`config.mk`:
```
export PLATFORM = sky130hd
export DESIGN_NAME = rdr_irq_ctrl
export DESIGN_NICKNAME = d
export VERILOG_FILES = /design/src/rtl/rdr_irq_pkg.sv /design/src/rtl/rdr_irq_status.sv /design/src/rtl/rdr_irq_colpos.sv /design/src/rtl/rdr_irq_regif.sv /design/src/rtl/rdr_irq_ctrl.sv
export SDC_FILE = /design/constraint.sdc
export NUM_CORES = 1
export LEC_CHECK = 0
export BUFFER_PORTS_ARGS = -buffer_cell sky130_fd_sc_hd__buf_2
export CORE_MARGIN = 1
export CORE_UTILIZATION = 30
export DETAILED_ROUTE_END_ITERATION = 6
export PLACE_DENSITY = 0.49
export SYNTH_ARGS = -nofsm -noshare
export SYNTH_HDL_FRONTEND = slang
export SYNTH_SLANG_ARGS = --single-unit
```
`constraint.sdc`:
```
create_clock -name clk -period 4.1 [get_ports clk]
set_clock_uncertainty 0.2 [all_clocks]
set_input_delay 0.205 -clock clk [delete_from_list [all_inputs] [get_ports clk]]
set_output_delay 0.205 -clock clk [all_outputs]
set_load 0.005 [all_outputs]
```
`src/rtl/rdr_irq_pkg.sv`:
```
package rdr_irq_pkg;

  localparam int STS_W      = 8;
  localparam int MSK_W      = 6;
  localparam int BIT_TX     = 7;
  localparam int BIT_RX     = 6;
  localparam int BIT_FIFO   = 5;
  localparam int BIT_CRC    = 4;
  localparam int BIT_PAR    = 3;
  localparam int BIT_FRM    = 2;
  localparam int BIT_COL    = 1;
  localparam int BIT_NORESP = 0;

  // FIFO is outside the comfortable band when below lo or above hi.
  function automatic logic fifo_oob(input int lvl, input int lo, input int hi);
    return (lvl < lo) || (lvl > hi);
  endfunction

  // A flag counts toward the interrupt when it is set and qualified:
  // TX/RX by their end-of-frame marker, the others by their enable bit.
  function automatic logic irq_qual(input logic [STS_W-1:0] sts,
                                    input logic             tx_fin,
                                    input logic             rx_fin,
                                    input logic [MSK_W-1:0] msk);
    return (sts[BIT_TX] & tx_fin) | (sts[BIT_RX] & rx_fin) |
           (|(sts[MSK_W-1:0] & msk));
  endfunction

endpackage

```
`src/rtl/rdr_irq_status.sv`:
```
module rdr_irq_status
  import rdr_irq_pkg::*;
(
  input  logic             clk,
  input  logic             rst_n,
  input  logic             en,
  input  logic             clr,
  input  logic [STS_W-1:0] set_vec,
  input  logic             tx_fin_set,
  input  logic             rx_fin_set,
  output logic [STS_W-1:0] sts_q,
  output logic [STS_W-1:0] sts_nxt,
  output logic             tx_fin_q,
  output logic             tx_fin_nxt,
  output logic             rx_fin_q,
  output logic             rx_fin_nxt
);

  // A new set always beats a clear in the same cycle.
  for (genvar i = 0; i < STS_W; i++) begin : g_flag
    assign sts_nxt[i] = en & ((sts_q[i] & ~clr) | set_vec[i]);
  end

  assign tx_fin_nxt = en & ((tx_fin_q & ~clr) | tx_fin_set);
  assign rx_fin_nxt = en & ((rx_fin_q & ~clr) | rx_fin_set);

  always_ff @(posedge clk or negedge rst_n) begin
    if (!rst_n) begin
      sts_q    <= '0;
      tx_fin_q <= 1'b0;
      rx_fin_q <= 1'b0;
    end else begin
      sts_q    <= sts_nxt;
      tx_fin_q <= tx_fin_nxt;
      rx_fin_q <= rx_fin_nxt;
    end
  end

endmodule

```
`src/rtl/rdr_irq_colpos.sv`:
```
module rdr_irq_colpos
  import rdr_irq_pkg::*;
#(
  parameter int               DATA_W  = 8,
  parameter int               POS_W   = 10,
  parameter logic [MSK_W-1:0] MSK_RST = 6'h3E
) (
  input  logic             clk,
  input  logic             rst_n,
  input  logic             en,
  input  logic             msk_wr,
  input  logic [MSK_W-1:0] msk_wdata,
  input  logic             pos_vld,
  input  logic [POS_W-1:0] pos_bits,
  input  logic             clr_pos_hi,
  input  logic             clr_pos_lo,
  output logic [MSK_W-1:0] msk_q,
  output logic [MSK_W-1:0] msk_nxt,
  output logic [POS_W-1:0] pos_q
);

  localparam int HI_W = POS_W - DATA_W;

  logic [POS_W-1:0] pos_nxt;

  always_comb begin
    if (!en)        msk_nxt = MSK_RST;
    else if (msk_wr) msk_nxt = msk_wdata;
    else            msk_nxt = msk_q;
  end

  always_comb begin
    pos_nxt = pos_q;
    if (!en) begin
      pos_nxt = '0;
    end else if (pos_vld) begin
      pos_nxt = pos_bits;
    end else begin
      if (clr_pos_hi) pos_nxt[POS_W-1:DATA_W] = '0;
      if (clr_pos_lo) pos_nxt[DATA_W-1:0]     = '0;
    end
  end

  always_ff @(posedge clk or negedge rst_n) begin
    if (!rst_n) begin
      msk_q <= MSK_RST;
      pos_q <= '0;
    end else begin
      msk_q <= msk_nxt;
      pos_q <= pos_nxt;
    end
  end

  logic unused_hi_w;
  assign unused_hi_w = (HI_W > 0);

endmodule

```
`src/rtl/rdr_irq_regif.sv`:
```
module rdr_irq_regif
  import rdr_irq_pkg::*;
#(
  parameter int              ADDR_W   = 8,
  parameter int              DATA_W   = 8,
  parameter int              POS_W    = 10,
  parameter logic [ADDR_W-1:0] ADDR_STS = 8'h0C,
  parameter logic [ADDR_W-1:0] ADDR_MSK = 8'h0D,
  parameter logic [ADDR_W-1:0] ADDR_POS = 8'h0E
) (
  input  logic              clk,
  input  logic              rst_n,
  input  logic              en,
  input  logic              reg_wr,
  input  logic              reg_rd,
  input  logic [ADDR_W-1:0] reg_addr,
  input  logic [DATA_W-1:0] reg_wdata,
  input  logic              rd_end,
  input  logic [STS_W-1:0]  sts_q,
  input  logic [MSK_W-1:0]  msk_q,
  input  logic [POS_W-1:0]  pos_q,
  output logic [DATA_W-1:0] reg_rdata,
  output logic              msk_wr,
  output logic [MSK_W-1:0]  msk_wdata,
  output logic              clr_sts,
  output logic              clr_pos_hi,
  output logic              clr_pos_lo
);

  logic hit_sts, hit_msk, hit_pos;
  logic arm_sts_q, arm_hi_q, arm_lo_q;

  assign hit_sts = reg_rd & (reg_addr == ADDR_STS);
  assign hit_msk = reg_rd & (reg_addr == ADDR_MSK);
  assign hit_pos = reg_rd & (reg_addr == ADDR_POS);

  // Only the enable bits of the mask register are writable.
  assign msk_wr    = en & reg_wr & (reg_addr == ADDR_MSK);
  assign msk_wdata = reg_wdata[MSK_W-1:0];

  // Clear-on-read takes effect at the close of the read phase.
  assign clr_sts    = en & rd_end & (arm_sts_q | hit_sts);
  assign clr_pos_hi = en & rd_end & (arm_hi_q  | hit_msk);
  assign clr_pos_lo = en & rd_end & (arm_lo_q  | hit_pos);

  always_ff @(posedge clk or negedge rst_n) begin
    if (!rst_n) begin
      arm_sts_q <= 1'b0;
      arm_hi_q  <= 1'b0;
      arm_lo_q  <= 1'b0;
    end else if (!en || rd_end) begin
      arm_sts_q <= 1'b0;
      arm_hi_q  <= 1'b0;
      arm_lo_q  <= 1'b0;
    end else begin
      arm_sts_q <= arm_sts_q | hit_sts;
      arm_hi_q  <= arm_hi_q  | hit_msk;
      arm_lo_q  <= arm_lo_q  | hit_pos;
    end
  end

  always_comb begin
    if (reg_addr == ADDR_STS)      reg_rdata = sts_q;
    else if (reg_addr == ADDR_MSK) reg_rdata = {pos_q[POS_W-1:DATA_W], msk_q};
    else if (reg_addr == ADDR_POS) reg_rdata = pos_q[DATA_W-1:0];
    else                           reg_rdata = '0;
  end

  logic unused_wdata_hi;
  assign unused_wdata_hi = ^reg_wdata[DATA_W-1:MSK_W];

endmodule

```
`src/rtl/rdr_irq_ctrl.sv`:
```
module rdr_irq_ctrl
  import rdr_irq_pkg::*;
#(
  parameter int                ADDR_W   = 8,
  parameter int                DATA_W   = 8,
  parameter int                POS_W    = 10,
  parameter int                LVL_W    = 5,
  parameter int                FIFO_LO  = 4,
  parameter int                FIFO_HI  = 8,
  parameter logic [ADDR_W-1:0] ADDR_STS = 8'h0C,
  parameter logic [ADDR_W-1:0] ADDR_MSK = 8'h0D,
  parameter logic [ADDR_W-1:0] ADDR_POS = 8'h0E,
  parameter logic [MSK_W-1:0]  MSK_RST  = 6'h3E
) (
  input  logic              clk,
  input  logic              rst_n,
  input  logic              en,
  input  logic              ctrl_wr,
  input  logic              reg_wr,
  input  logic              reg_rd,
  input  logic [ADDR_W-1:0] reg_addr,
  input  logic [DATA_W-1:0] reg_wdata,
  output logic [DATA_W-1:0] reg_rdata,
  input  logic              rd_end,
  input  logic              tx_start,
  input  logic              tx_done,
  input  logic              rx_sof,
  input  logic              rx_done,
  input  logic              fifo_upd,
  input  logic [LVL_W-1:0]  fifo_level,
  input  logic              crc_err,
  input  logic              par_err,
  input  logic              frm_err,
  input  logic              col_err,
  input  logic              no_resp,
  input  logic              pos_vld,
  input  logic [POS_W-1:0]  pos_bits,
  output logic              irq
);

  // Named internal events, brought out for the checker.
  logic [STS_W-1:0] set_vec;
  logic [STS_W-1:0] sts_q, sts_nxt;
  logic [MSK_W-1:0] msk_q, msk_nxt, msk_wdata;
  logic [POS_W-1:0] pos_q;
  logic             tx_fin_q, tx_fin_nxt, rx_fin_q, rx_fin_nxt;
  logic             msk_wr, clr_sts, clr_pos_hi, clr_pos_lo;
  logic             fifo_hit, irq_q;

  assign fifo_hit = fifo_upd & fifo_oob(int'(fifo_level), FIFO_LO, FIFO_HI);

  always_comb begin
    set_vec             = '0;
    set_vec[BIT_TX]     = tx_start | tx_done;
    set_vec[BIT_RX]     = rx_sof | rx_done;
    set_vec[BIT_FIFO]   = fifo_hit;
    set_vec[BIT_CRC]    = crc_err;
    set_vec[BIT_PAR]    = par_err;
    set_vec[BIT_FRM]    = frm_err;
    set_vec[BIT_COL]    = col_err;
    set_vec[BIT_NORESP] = no_resp;
  end

  rdr_irq_regif #(
    .ADDR_W(ADDR_W), .DATA_W(DATA_W), .POS_W(POS_W),
    .ADDR_STS(ADDR_STS), .ADDR_MSK(ADDR_MSK), .ADDR_POS(ADDR_POS)
  ) u_regif (
    .clk(clk), .rst_n(rst_n), .en(en),
    .reg_wr(reg_wr), .reg_rd(reg_rd), .reg_addr(reg_addr),
    .reg_wdata(reg_wdata), .rd_end(rd_end),
    .sts_q(sts_q), .msk_q(msk_q), .pos_q(pos_q),
    .reg_rdata(reg_rdata), .msk_wr(msk_wr), .msk_wdata(msk_wdata),
    .clr_sts(clr_sts), .clr_pos_hi(clr_pos_hi), .clr_pos_lo(clr_pos_lo)
  );

  rdr_irq_status u_status (
    .clk(clk), .rst_n(rst_n), .en(en),
    .clr(clr_sts | ctrl_wr),
    .set_vec(set_vec),
    .tx_fin_set(tx_done), .rx_fin_set(rx_done),
    .sts_q(sts_q), .sts_nxt(sts_nxt),
    .tx_fin_q(tx_fin_q), .tx_fin_nxt(tx_fin_nxt),
    .rx_fin_q(rx_fin_q), .rx_fin_nxt(rx_fin_nxt)
  );

  rdr_irq_colpos #(
    .DATA_W(DATA_W), .POS_W(POS_W), .MSK_RST(MSK_RST)
  ) u_colpos (
    .clk(clk), .rst_n(rst_n), .en(en),
    .msk_wr(msk_wr), .msk_wdata(msk_wdata),
    .pos_vld(pos_vld), .pos_bits(pos_bits),
    .clr_pos_hi(clr_pos_hi), .clr_pos_lo(clr_pos_lo),
    .msk_q(msk_q), .msk_nxt(msk_nxt), .pos_q(pos_q)
  );

  // Registered interrupt, aligned with the stored flags.
  always_ff @(posedge clk or negedge rst_n) begin
    if (!rst_n) irq_q <= 1'b0;
    else        irq_q <= irq_qual(sts_nxt, tx_fin_nxt, rx_fin_nxt, msk_nxt);
  end

  assign irq = irq_q;

  logic unused_fin_q;
  assign unused_fin_q = tx_fin_q ^ rx_fin_q;

endmodule

```
# Yosys cells after proc, flatten, opt, wreduce, memory -nomap -nowiden

Cells that the tools add are included.

Register bits: 30
Logic and storage cells: 85

Magnitude comparators: 2
Equal/unequal tests: 5
Mux-type cells: 12
Bitwise operators: 52
Reductions and logical operators: 4

Operators by type and width:

| kind                                                                             | number |
|---|---|
| 1-bit AND                                                                        | 32 |
| 8-bit 2-to-1 mux                                                                 | 4 |
| 8-bit by 4-bit == test with 1-bit output (second input constant)                 | 3 |
| 10-bit 2-to-1 mux                                                                | 2 |
| 1-bit OR                                                                         | 18 |
| 6-bit 2-to-1 mux                                                                 | 2 |
| 6-bit AND                                                                        | 1 |
| 3-bit by 1-bit != test with 1-bit output (second input constant)                 | 2 |
| 6-bit OR reduction                                                               | 1 |
| 5-bit by 4-bit greater-than comparator with 1-bit output (second input constant) | 1 |
| 5-bit by 3-bit < comparator with 1-bit output (second input constant)            | 1 |
| 1-bit 2-to-1 mux                                                                 | 3 |
| 1-bit logical OR                                                                 | 2 |
| 2-bit 2-to-1 mux                                                                 | 1 |
| 1-bit logical NOT                                                                | 1 |
| 1-bit NOT                                                                        | 1 |

# Depth between registers and ports, before layout

Gate-level depths: netlist of run 1.

Word-level depth: 12
Gate-level depth with buffers: 6

# Modules after synthesis

A second synthesis of run 1 with hierarchy kept.

Cell total of the unflattened synthesis: 155
Area total of the unflattened synthesis: 1649.1 µm²

By module, submodules not included:

| module         | instances | cells each | area each (µm²) | seq. area each (µm²) |
|---|---|---|---|---|
| rdr_irq_colpos | 1         | 47         | 669.4           | 406.6 |
| rdr_irq_regif  | 1         | 63         | 465.4           | 75.1 |
| rdr_irq_status | 1         | 31         | 392.9           | 250.2 |
| rdr_irq_ctrl   | 1         | 14         | 121.4           | 25.0 |

# Worst setup path before layout of run 1

OpenSTA, ideal clock, no wires.

Kind: in2reg
Start point: input port reg_addr[5]
End point: register irq_q (netlist: irq)
Setup time: 134 ps
Arrival time: 1472 ps
Data required time: 3766 ps
Slack: 2294 ps
Stages: 5
Buffers on the path: 0
Cell sequence: or4_4 > o31ai_1 > o311ai_0 > a22oi_1 > nand4_1

Elaborated cells between the ends (all ways): 46
Those cells by class: eq/ne: 2; mux: 2; bitwise: 41; reduce/logical: 1

RTL lines:

| what                                     | RTL line             | RTL |
|---|---|---|
| start: declaration                       | rdr_irq_ctrl.sv:21   | `input logic [ADDR_W-1:0] reg_addr,` |
| 8-bit by 4-bit == test with 1-bit output | rdr_irq_regif.sv:38  | `assign msk_wr = en & reg_wr & (reg_addr == ADDR_MSK);` |
| 1-bit AND                                | rdr_irq_regif.sv:38  |  |
| 6-bit 2-to-1 mux                         | rdr_irq_colpos.sv:28 | `else if (msk_wr) msk_nxt = msk_wdata;` |
| 6-bit 2-to-1 mux                         | rdr_irq_colpos.sv:27 | `if (!en) msk_nxt = MSK_RST;` |
| named net msk_nxt[4]                     | rdr_irq_ctrl.sv:44   | `logic [MSK_W-1:0] msk_q, msk_nxt, msk_wdata;` |
| 6-bit AND                                | rdr_irq_pkg.sv:26    | `(\|(sts[MSK_W-1:0] & msk));` |
| 6-bit OR reduction                       | rdr_irq_pkg.sv:26    |  |
| 1-bit OR                                 | rdr_irq_pkg.sv:25    | `return (sts[BIT_TX] & tx_fin) \| (sts[BIT_RX] & rx_fin) \|` |
| end signal: assignment                   | rdr_irq_ctrl.sv:99   | `else irq_q <= irq_qual(sts_nxt, tx_fin_nxt, rx_fin_nxt, msk_nxt);` |
| end: declaration                         | rdr_irq_ctrl.sv:48   | `logic fifo_hit, irq_q;` |

The timed path passes the listed nets, and every way through them passes these cells.
A chain may end at the register's enable or synchronous reset.

# Final worst setup path of run 1

Start point: register u_regif.arm_sts_q
End point: register u_status.sts_q[6]

Cells in the longest elaborated chain, start to end: 7

Ends and longest elaborated chain:

| what                     | RTL line             | RTL |
|---|---|---|
| start: declaration       | rdr_irq_regif.sv:31  | `logic arm_sts_q, arm_hi_q, arm_lo_q;` |
| start signal: assignment | rdr_irq_regif.sv:56  | `arm_sts_q <= arm_sts_q \| hit_sts;` |
| 1-bit OR                 | rdr_irq_regif.sv:42  | `assign clr_sts = en & rd_end & (arm_sts_q \| hit_sts);` |
| 1-bit AND                | rdr_irq_regif.sv:42  |  |
| 1-bit OR                 | rdr_irq_ctrl.sv:78   | `.clr(clr_sts \| ctrl_wr),` |
| 1-bit NOT                | rdr_irq_status.sv:21 | `assign sts_nxt[i] = en & ((sts_q[i] & ~clr) \| set_vec[i]);` |
| 1-bit AND                | rdr_irq_status.sv:21 |  |
| 1-bit OR                 | rdr_irq_status.sv:21 |  |
| 1-bit AND                | rdr_irq_status.sv:21 |  |
| named net sts_nxt[6]     | rdr_irq_ctrl.sv:43   | `logic [STS_W-1:0] sts_q, sts_nxt;` |
| end signal: assignment   | rdr_irq_status.sv:33 | `sts_q <= sts_nxt;` |
| end: declaration         | rdr_irq_status.sv:11 | `output logic [STS_W-1:0] sts_q,` |

The timed path passes the listed nets, and every way through them passes these cells.

==> impl_metrics.ini, run 1 <==
[grt]
grt-ovfl-total = 0
grt_max_degree = 31
grt_use_total_pct = 18.4
grt_pass1_vias = 1565
grt_pass1_wl_um = 7450
antenna_found_initial = 0

[floorplan]
die_area_um2 = 5570
coreArea_um2 = 5110
ioPinCount = 58
dieHeight_um = 74.6
die_w_um = 74.6
std_cell_rows = 26
initial_core_util_pct = 31.0

[finish]
diodes = 0
fin_nets = 285
post-route-util_pct = 43.2
post-route-cell-area_um2 = 2210
drive_gt1_share_pct = 31.2
syn_to_final_growth_pct = 39.6
n_fill_cell = 532

[detailed_routing]
viasPerCell = 5.02
wire_per_inst_um = 14.7
drt_iter0_markers = 66
routed_wl_um = 4500
remaining_drc_errors = 0
num_vias = 1541
dr.pass1.iters = 4
ant_nets = 0

[power_and_ir_drop]
power.switching_mw = 0.172
clockPowerShare_pct = 36.8
power_density_nw_per_um2 = 302
seq_power_share_pct = 47.4
swShare_pct = 25.7
ir_worst_vdd_mv = 0.189
p_comb_share_pct = 15.8
p_leak_nw = 1.03
p_int_mw = 0.496

[logic_synthesis]
synth_top_cell_by_area = dfrtp_1
ys_seq_area_share_pct = 47.9
synth_top_area_share_pct = 39.6
synth.net_count = 210
synth_flop_cell = dfrtp_1
syn_area_per_cell_um2 = 9.82
synth_edf_count = 0
ys_warn_count = 0
ys_ff_latch = 30
synthCells = 161
synth.distinct_cells = 41
ys_top_cells_by_area = dfrtp_1 40%, dfstp_2 8.3%, nor2_1 6.4%
async_flop_share_pct = 100
synth_area_um2 = 1580

[cts]
cts_post_setup_buffers_inserted = 0
cts_tree = built
ctsLongestPathBuffers = 2
root_buffer = clkbuf_8
insertion_delay_ns = 0.28
cts_buffers = 5
clk_pin_slew_ns = 0.06
cts_htree_levels = 2
clock-sinks = 30

[sta]
period_share_pct = 57.8
max_clock_freq_mhz = 422
rsz0062_at_grt = false
slew_headroom_pct = 41.7
slew_viol_final = 0
setup_tns_ns = 0
fin_ws_ns = 1.73
period_minus_slack_ns = 2.37
hold_viol = 0
setup_viol = 0
holdWs_ns = 0.00409
worst_pin_slew_ns = 0.871

[worst_setup_path]
r2r_slack_ns = 1.73
worstPathMaxFanout = 8
cp-end-kind = register
slowest_delay_ns = 0.67
crit_type = register to register
crit_buf_inv = 1
cp_cell_sequence = a31oi_1, and2_1, a211oi_1, dlygate4sd3_1, nor2_1
startpoint = u_regif.arm_sts_q$_DFF_PN0_
timing.rr.start = u_regif.arm_sts_q$_DFF_PN0_
cp_top_family = compound AO/OA/AOI/OAI gates
cp.required_ns = 4.10
cp_slowest_cell = a31oi_1
critPathArrivalTime_ns = 2.37
start_kind = register

[place]
gp_congestion = 0.735
hpwl_um = 3140
placedInstanceArea_um2 = 1920
io_buffers = 55
pre_cts_ws_ns = 1.96

[run]
maxCapViolCount = 0

[run_status]
status = completed

[min_path]
hold_class = input pin to register
worstHoldStart = reg_wdata[3]
routing by layer:
metal | wire (µm) | track usage [%] | vias up | share of wire (%)
met3 | 197 | 4.20 | 5 | 4.4
met5 | 0 | 0 | - | 0
li1 | - | - | 745 | -
met2 | 2090 | 30.5 | 41 | 46
met1 | 2180 | 24.2 | 750 | 48
met4 | 38 | 5.24 | 0 | 0.84
registers in the layout (all words and copies together), names as in the netlist:
name	count
u_colpos.pos_q	10
u_status.sts_q	8
u_colpos.msk_q	6
irq	1
u_regif.arm_hi_q	1
u_regif.arm_lo_q	1
u_regif.arm_sts_q	1
u_status.rx_fin_q	1
u_status.tx_fin_q	1
synth_stat cells (2+ instances only):
library cell   n
a211oi_1       2
a21oi_1       11
a22o_1         8
a22oi_1        2
a31oi_1        5
a32o_1         2
and2_1         3
buf_1          2
clkbuf_1       4
dfrtp_1       25
dfstp_2        5
inv_1          7
mux2i_1       10
nand2_1        7
nand2b_1       2
nand3_1        4
nand4_1        2
nor2_1        27
nor2b_1        3
o21ai_0        4
o311ai_0       3
o31ai_1        4
timing repair:
action	4_1_cts	5_1_grt
endpoints found under the setup margin	0	0
hold buffers	20	0
resized for setup	0	0
hold endpoints to repair	43	0
per-stage QoR:
| step | std cells | power (mW) |
|---|---|---|
| floorplan | 161 | 0.367 |
| global placement | 279 | 0.414 |
| detailed placement | 279 | 0.414 |
| CTS | 307 | 0.673 |
| global route | 307 | 0.700 |
| finish | 307 | 0.668 |
worst reg2reg max path, stage by stage, from the launching register on:
cell,delay [ns]
dfrtp_1,0.37
a31oi_1,0.67
and2_1,0.31
a211oi_1,0.09
dlygate4sd3_1,0.56
nor2_1,0.09
final cells by class:
type | instances | area, µm² | area share (%)
multi-input cells | 116 | 767 | 34.7
flip-flops and latches | 30 | 757 | 34.3
repair buffers | 75 | 475 | 21.5
well taps | 70 | 87.6 | 3.97
clock buffers | 7 | 86.3 | 3.91
inverters | 8 | 30.0 | 1.36
clock inverters | 1 | 5.00 | 0.227
cells in the final DEF, fill, tap and decap left out, types with 5 or more instances in the layout:
cell type / netlist / routed
a21oi_1: 11 / 11
dlygate4sd3_1: 0 / 20
buf_2: 1 / 55
nor2_1: 27 / 27
clkbuf_8: 0 / 6
mux2i_1: 10 / 10
dfrtp_1: 25 / 25
nand2_1: 7 / 7
a22o_1: 8 / 8
inv_1: 7 / 7
a31oi_1: 5 / 5
dfstp_2: 5 / 5
final timing paths:
path / endpoint / cells after the start
worst max-delay path: u_status.sts_q[6]$_DFF_PN0_ / 5
worst min-delay path: u_colpos.msk_q[3]$_DFF_PN1_ / 3
worst max register to register: u_status.sts_q[6]$_DFF_PN0_ / 5
worst min register to register: u_regif.arm_sts_q$_DFF_PN0_ / 2
max in group asynchronous: u_colpos.pos_q[0]$_DFFE_PN0P_ / 2
min in group asynchronous: u_status.sts_q[4]$_DFF_PN0_ / 2
power groups by stage:
stage               registers [mW]  logic (mW)  clock network, mW
finish                       0.317       0.105              0.245
global route                 0.318       0.119              0.263
CTS                          0.317       0.108              0.249
detailed placement           0.322      0.0925                  0
global placement             0.322      0.0924                  0
floorplan                    0.320      0.0472                  0
logic make-up (layout without fill, tap and decap cells):
family | after synthesis | in the layout | synth area share (%)
mux | 10 | 10 | 6.33
simple gates | 59 | 59 | 21.0
flops | 30 | 30 | 47.9
buf+inv | 15 | 91 | 3.64
compound gates | 47 | 47 | 21.2
Power figures use the tool's default switching activity.
==> inputs of run 2 (changes only) <==
clock period = 2.2 ns   (was 4.1 ns; I/O delays follow)
==> run 2 against run 1 <==
Effect of this change:
- power up 90%
- largest power group unchanged
- sequential share of layout area shrank 2.4 points
- worst setup slack worse by 1.6 ns
- final cell count grew 6.2%
- sequential power rose by 86%
- flip-flop and latch count unchanged
- non-clock buffer count increased by 19
- critical path type is now input pin to register
- global-route usage about the same
- core utilization rose by 3.2 points
- first-iteration DRC count grew 65%
- clock power increased by 88%
- critical path depth up 2
==> impl_metrics.ini, run 2 (synthesized netlist as in run 1, its figures left out) <==
[run_status]
status = completed

[finish]
top_register = u_colpos.pos_q
fin_nets = 304
n_fill_cell = 543
diodes = 0
drive_gt1_share_pct = 33.2
reg_top3 = u_colpos.pos_q x10, u_status.sts_q x8, u_colpos.msk_q x6
layout_common_cells = 55 x buf_2, 28 x dlygate4sd3_1, 27 x nor2_1
fin_cells = 326
syn_to_final_growth_pct = 49.9
final_common_cell = buf_2
largest_reg_flops = 10

[cts]
cts_buffers = 5
cts_tree = built
root_buffer = clkbuf_8
insertion_delay_ns = 0.27
clock-sinks = 30
cts_htree_levels = 2
ctsLongestPathBuffers = 2
clk_pin_slew_ns = 0.06

[floorplan]
std_cell_rows = 26
die_w_um = 74.6
initial_core_util_pct = 31.0
dieHeight_um = 74.6
ioPinCount = 58
coreArea_um2 = 5110
die_area_um2 = 5570

[min_path]
min_path_cells = 3
hold_class = input pin to register

[place]
gp_congestion = 0.734
dp_cells = 288
io_buffers = 55
hpwl_um = 3290

[power_and_ir_drop]
p_comb_share_pct = 17.3
ir_worst_vdd_mv = 0.287
p_leak_nw = 1.11
p_int_mw = 0.943
power_density_nw_per_um2 = 536
swShare_pct = 25.7
power.switching_mw = 0.327
clockPowerShare_pct = 36.2
seq_power_share_pct = 46.5

[detailed_routing]
drt_iter0_markers = 109
viasPerCell = 4.88
num_vias = 1592
routed_wl_um = 4730
wire_per_inst_um = 14.5
dr.pass1.iters = 5
remaining_drc_errors = 0
ant_nets = 0

[worst_setup_path]
critPathArrivalTime_ns = 2.04
worstPathMaxFanout = 4
crit_type = input pin to register
r2r_slack_ns = 0.26
cp.required_ns = 2.17
reg2regPathDepth = 6
cp-end-kind = register
start_kind = input pin

[sta]
slew_viol_final = 0
max_clock_freq_mhz = 482
worst_pin_slew_ns = 0.681
slew_headroom_pct = 54.6
period_share_pct = 94.4
rsz0062_at_grt = false
hold_viol = 0
setup_viol = 0
period_minus_slack_ns = 2.08
setup_tns_ns = 0

[grt]
grt-ovfl-total = 0
grt_max_degree = 31
grt_use_total_pct = 18.5
grt_pass1_vias = 1577
antenna_found_initial = 0
grt_pass1_wl_um = 7530

[run]
maxCapViolCount = 0
==> run 2: final cells by class <==
type | count | area [µm²] | area share, %
tap | 70 | 87.6 | 3.69
multi-input combinational | 116 | 767 | 32.3
clock inverter | 1 | 5.00 | 0.211
inverter | 8 | 30.0 | 1.27
clock buffer | 7 | 86.3 | 3.64
sequential | 30 | 757 | 31.9
timing repair buffer | 94 | 638 | 26.9
==> run 2: power groups by stage <==
| stage | clock network, mW | registers (mW) | logic, mW |
|---|---|---|---|
| after floorplan | 0 | 0.596 | 0.0879 |
| after global placement | 0 | 0.600 | 0.182 |
| after detailed placement | 0 | 0.600 | 0.183 |
| after CTS | 0.471 | 0.590 | 0.222 |
| after global routing | 0.499 | 0.593 | 0.245 |
| final | 0.460 | 0.591 | 0.220 |
==> run 2: worst paths after layout <==
path,startpoint,end
worst max-delay path,reg_rd,u_status.sts_q[7]$_DFF_PN0_
worst min-delay path,reg_wdata[5],u_colpos.msk_q[5]$_DFF_PN1_
worst max register to register,u_regif.arm_sts_q$_DFF_PN0_,u_status.sts_q[7]$_DFF_PN0_
worst min register to register,u_regif.arm_hi_q$_DFF_PN0_,u_regif.arm_hi_q$_DFF_PN0_
max in group asynchronous,rst_n,u_regif.arm_lo_q$_DFF_PN0_
min in group asynchronous,rst_n,u_status.sts_q[1]$_DFF_PN0_
==> run 2: timing repair <==
item / CTS / global route
endpoints found under the hold margin: 50 / 0
gates resized for setup: 0 / 0
buffers inserted: 0 / 2
setup endpoints to repair: 0 / 2
hold buffers: 28 / 0
==> run 2: per-layer routing <==
| metal | track usage (%) | up-vias | part of all wire [%] |
|---|---|---|---|
| li1 | - | 787 | - |
| met1 | 24.3 | 761 | 47 |
| met2 | 30.8 | 42 | 48 |
| met3 | 4.34 | 2 | 4.5 |
| met4 | 4.40 | 0 | 0.44 |
| met5 | 0 | - | 0 |
==> run 2: per-stage QoR <==
stage	util (%)	instance area [µm²]	setup slack, ns	power (mW)	hold slack [ns]
finish	46.4	2370	0.124	1.27	0.00146
global route	46.4	2370	0.0251	1.34	0.0161
CTS	46.1	2360	0.0707	1.28	0.00295
detailed placement	38.9	1980	0.143	0.783	0.00206
global placement	38.9	1980	0.168	0.782	0.00516
floorplan	-	1580	0.489	0.684	-0.386
==> run 2: critical path, cell delays in order <==
cell and delay, ns:
dlygate4sd3_1 0.52, buf_2 0.13, nand4_1 0.17, and2_1 0.27
a211oi_1 0.22, dlygate4sd3_1 0.57, nor2_1 0.04
==> inputs of run 3 (changes only) <==
GPL_TIMING_DRIVEN = 0   (was not set)
==> run 3 against run 2 <==
Effect of this change:
- core utilization shrank 1.2 points
- first-iteration DRC count shrank 48%
- sequential power is essentially flat
- critical endpoint is now u_colpos.pos_q[6]$_DFFE_PN0P_
- highest routed layer unchanged
- clock power shrank 2%
- non-clock buffer count shrank 5
- via count shrank 2.9%
- critical path depth is the same
- largest power group unchanged
==> impl_metrics.ini, run 3 (synthesized netlist as in run 1, its figures left out) <==
[run_status]
status = completed

[sta]
max_clock_freq_mhz = 481
hold_viol = 0
rsz0062_at_grt = false
slew_viol_final = 0
slew_headroom_pct = 50.9
fin_ws_ns = 0.120
period_share_pct = 94.5
period_minus_slack_ns = 2.08
setup_viol = 0
worst_pin_slew_ns = 0.737

[grt]
grt_pass1_vias = 1538
grt_max_degree = 31
met2_usage_pct = 31.4
antenna_found_initial = 0
grt-ovfl-total = 0
busiest_layer = met2
grt_pass1_wl_um = 7470
use_met1_pct = 24.3
grt_use_total_pct = 18.7
met3_usage_pct = 3.93

[floorplan]
die_area_um2 = 5570
std_cell_rows = 26
die_w_um = 74.6
coreArea_um2 = 5110
initial_core_util_pct = 31.0
dieHeight_um = 74.6
ioPinCount = 58

[finish]
fin_cells = 321
drive_gt1_share_pct = 30.3
largest_reg_flops = 10
n_fill_cell = 548
fin_nets = 299
multi_input_area_um2 = 773
final_common_cell = buf_2
syn_to_final_growth_pct = 46.2
seq_area_um2 = 757
reg_top3 = u_colpos.pos_q x10, u_status.sts_q x8, u_colpos.msk_q x6
diodes = 0
top_register = u_colpos.pos_q
layout_common_cells = 56 x buf_2, 27 x nor2_1, 27 x dlygate4sd3_1

[worst_setup_path]
crit_buf_inv = 2
cp-end-kind = register
slowest_delay_ns = 0.55
cp_cell_sequence = dlygate4sd3_1, buf_2, and4b_1, a31oi_1, nor2b_1, nor3_2, a22o_1
cp.required_ns = 2.21
cp_top_family = simple AND/OR/NAND/NOR gates
start_kind = input pin
crit_type = input pin to register
worstPathMaxFanout = 8
cp_slowest_cell = dlygate4sd3_1
critPathArrivalTime_ns = 2.09

[detailed_routing]
drt_iter0_markers = 57
remaining_drc_errors = 0
dr.pass1.iters = 4
num_vias = 1546
wire_per_inst_um = 15.1
routed_wl_um = 4840
viasPerCell = 4.82
ant_nets = 0

[place]
io_buffers = 55
pre_cts_ws_ns = -0.101
dp_cells = 286
hpwl_um = 3360
gp_congestion = 0.740

[cts]
cts_buffers = 5
insertion_delay_ns = 0.28
root_buffer = clkbuf_8
cts_htree_levels = 2
ctsLongestPathBuffers = 2
clock-sinks = 30
cts_tree = built
cts_post_setup_buffers_inserted = 0
clk_pin_slew_ns = 0.06

[min_path]
hold_class = input pin to register

[power_and_ir_drop]
p_leak_nw = 1.07
ir_worst_vdd_mv = 0.430
power_density_nw_per_um2 = 542

[run]
maxCapViolCount = 0
[run 3: worst paths after layout]
check / start / endpoint / slack (ns) / cells past startpoint
max: reg_rd / u_colpos.pos_q[6]$_DFFE_PN0P_ / 0.12 / 7
min: fifo_level[4] / u_status.sts_q[5]$_DFF_PN0_ / 0.01 / 3
max reg2reg: u_regif.arm_sts_q$_DFF_PN0_ / irq$_DFF_PN0_ / 0.35 / 5
min reg2reg: u_regif.arm_hi_q$_DFF_PN0_ / u_regif.arm_hi_q$_DFF_PN0_ / 0.29 / 2
max in group asynchronous: rst_n / u_regif.arm_lo_q$_DFF_PN0_ / 1.15 / 2
min in group asynchronous: rst_n / u_status.sts_q[1]$_DFF_PN0_ / 0.20 / 2
[run 3: what timing repair did]
item                                   CTS  global route
endpoints found under the hold margin   51             0
hold buffers                            27             0
setup endpoints to repair                0             1
resized for setup                        0             1
[run 3: area by class of cell]
cell class | instances | area share, %
multi-input combinational | 116 | 33.4
buffer | 7 | 1.19
inverter | 8 | 1.30
timing repair buffer | 82 | 23.6
tap | 70 | 3.79
clock buffer | 7 | 3.73
clock inverter | 1 | 0.216
sequential | 30 | 32.7
[run 3: worst reg2reg max path: stages, from the launching register on]
cell     delay (ns)
dfrtp_1        0.38
a31oi_2        0.50
nand3_1        0.13
o21ai_0        0.29
a22oi_1        0.15
nand4_1        0.13
[run 3: per-stage QoR]
step / total power [mW] / setup TNS (ns) / cell area (µm²) / hold WS (ns) / util, %
after floorplan: 0.684 / 0 / 1580 / -0.386 / -
after global placement: 0.778 / -0.913 / 1940 / 0.00708 / 38.1
after detailed placement: 0.778 / -0.792 / 1940 / -0.00603 / 38.1
after CTS: 1.27 / 0 / 2310 / 0.00361 / 45.1
after global routing: 1.32 / 0 / 2310 / 0.0381 / 45.3
final: 1.25 / 0 / 2310 / 0.0125 / 45.3
[run 3: power breakdown]
group | switching (mW) | leakage [nW] | total (mW) | internal, mW
logic | 0.106 | 0.640 | 0.213 | 0.107
registers | 0.0139 | 0.377 | 0.591 | 0.577
clock network | 0.197 | 0.0482 | 0.449 | 0.252
total | 0.317 | 1.07 | 1.25 | 0.935
[run 3: metal layers]
metal / routed length (µm) / up-vias / share of wire, %
li1: - / 779 / -
met1: 2290 / 722 / 47
met2: 2290 / 40 / 47
met3: 223 / 5 / 4.6
met4: 33 / 0 / 0.68
met5: 0 / - / 0
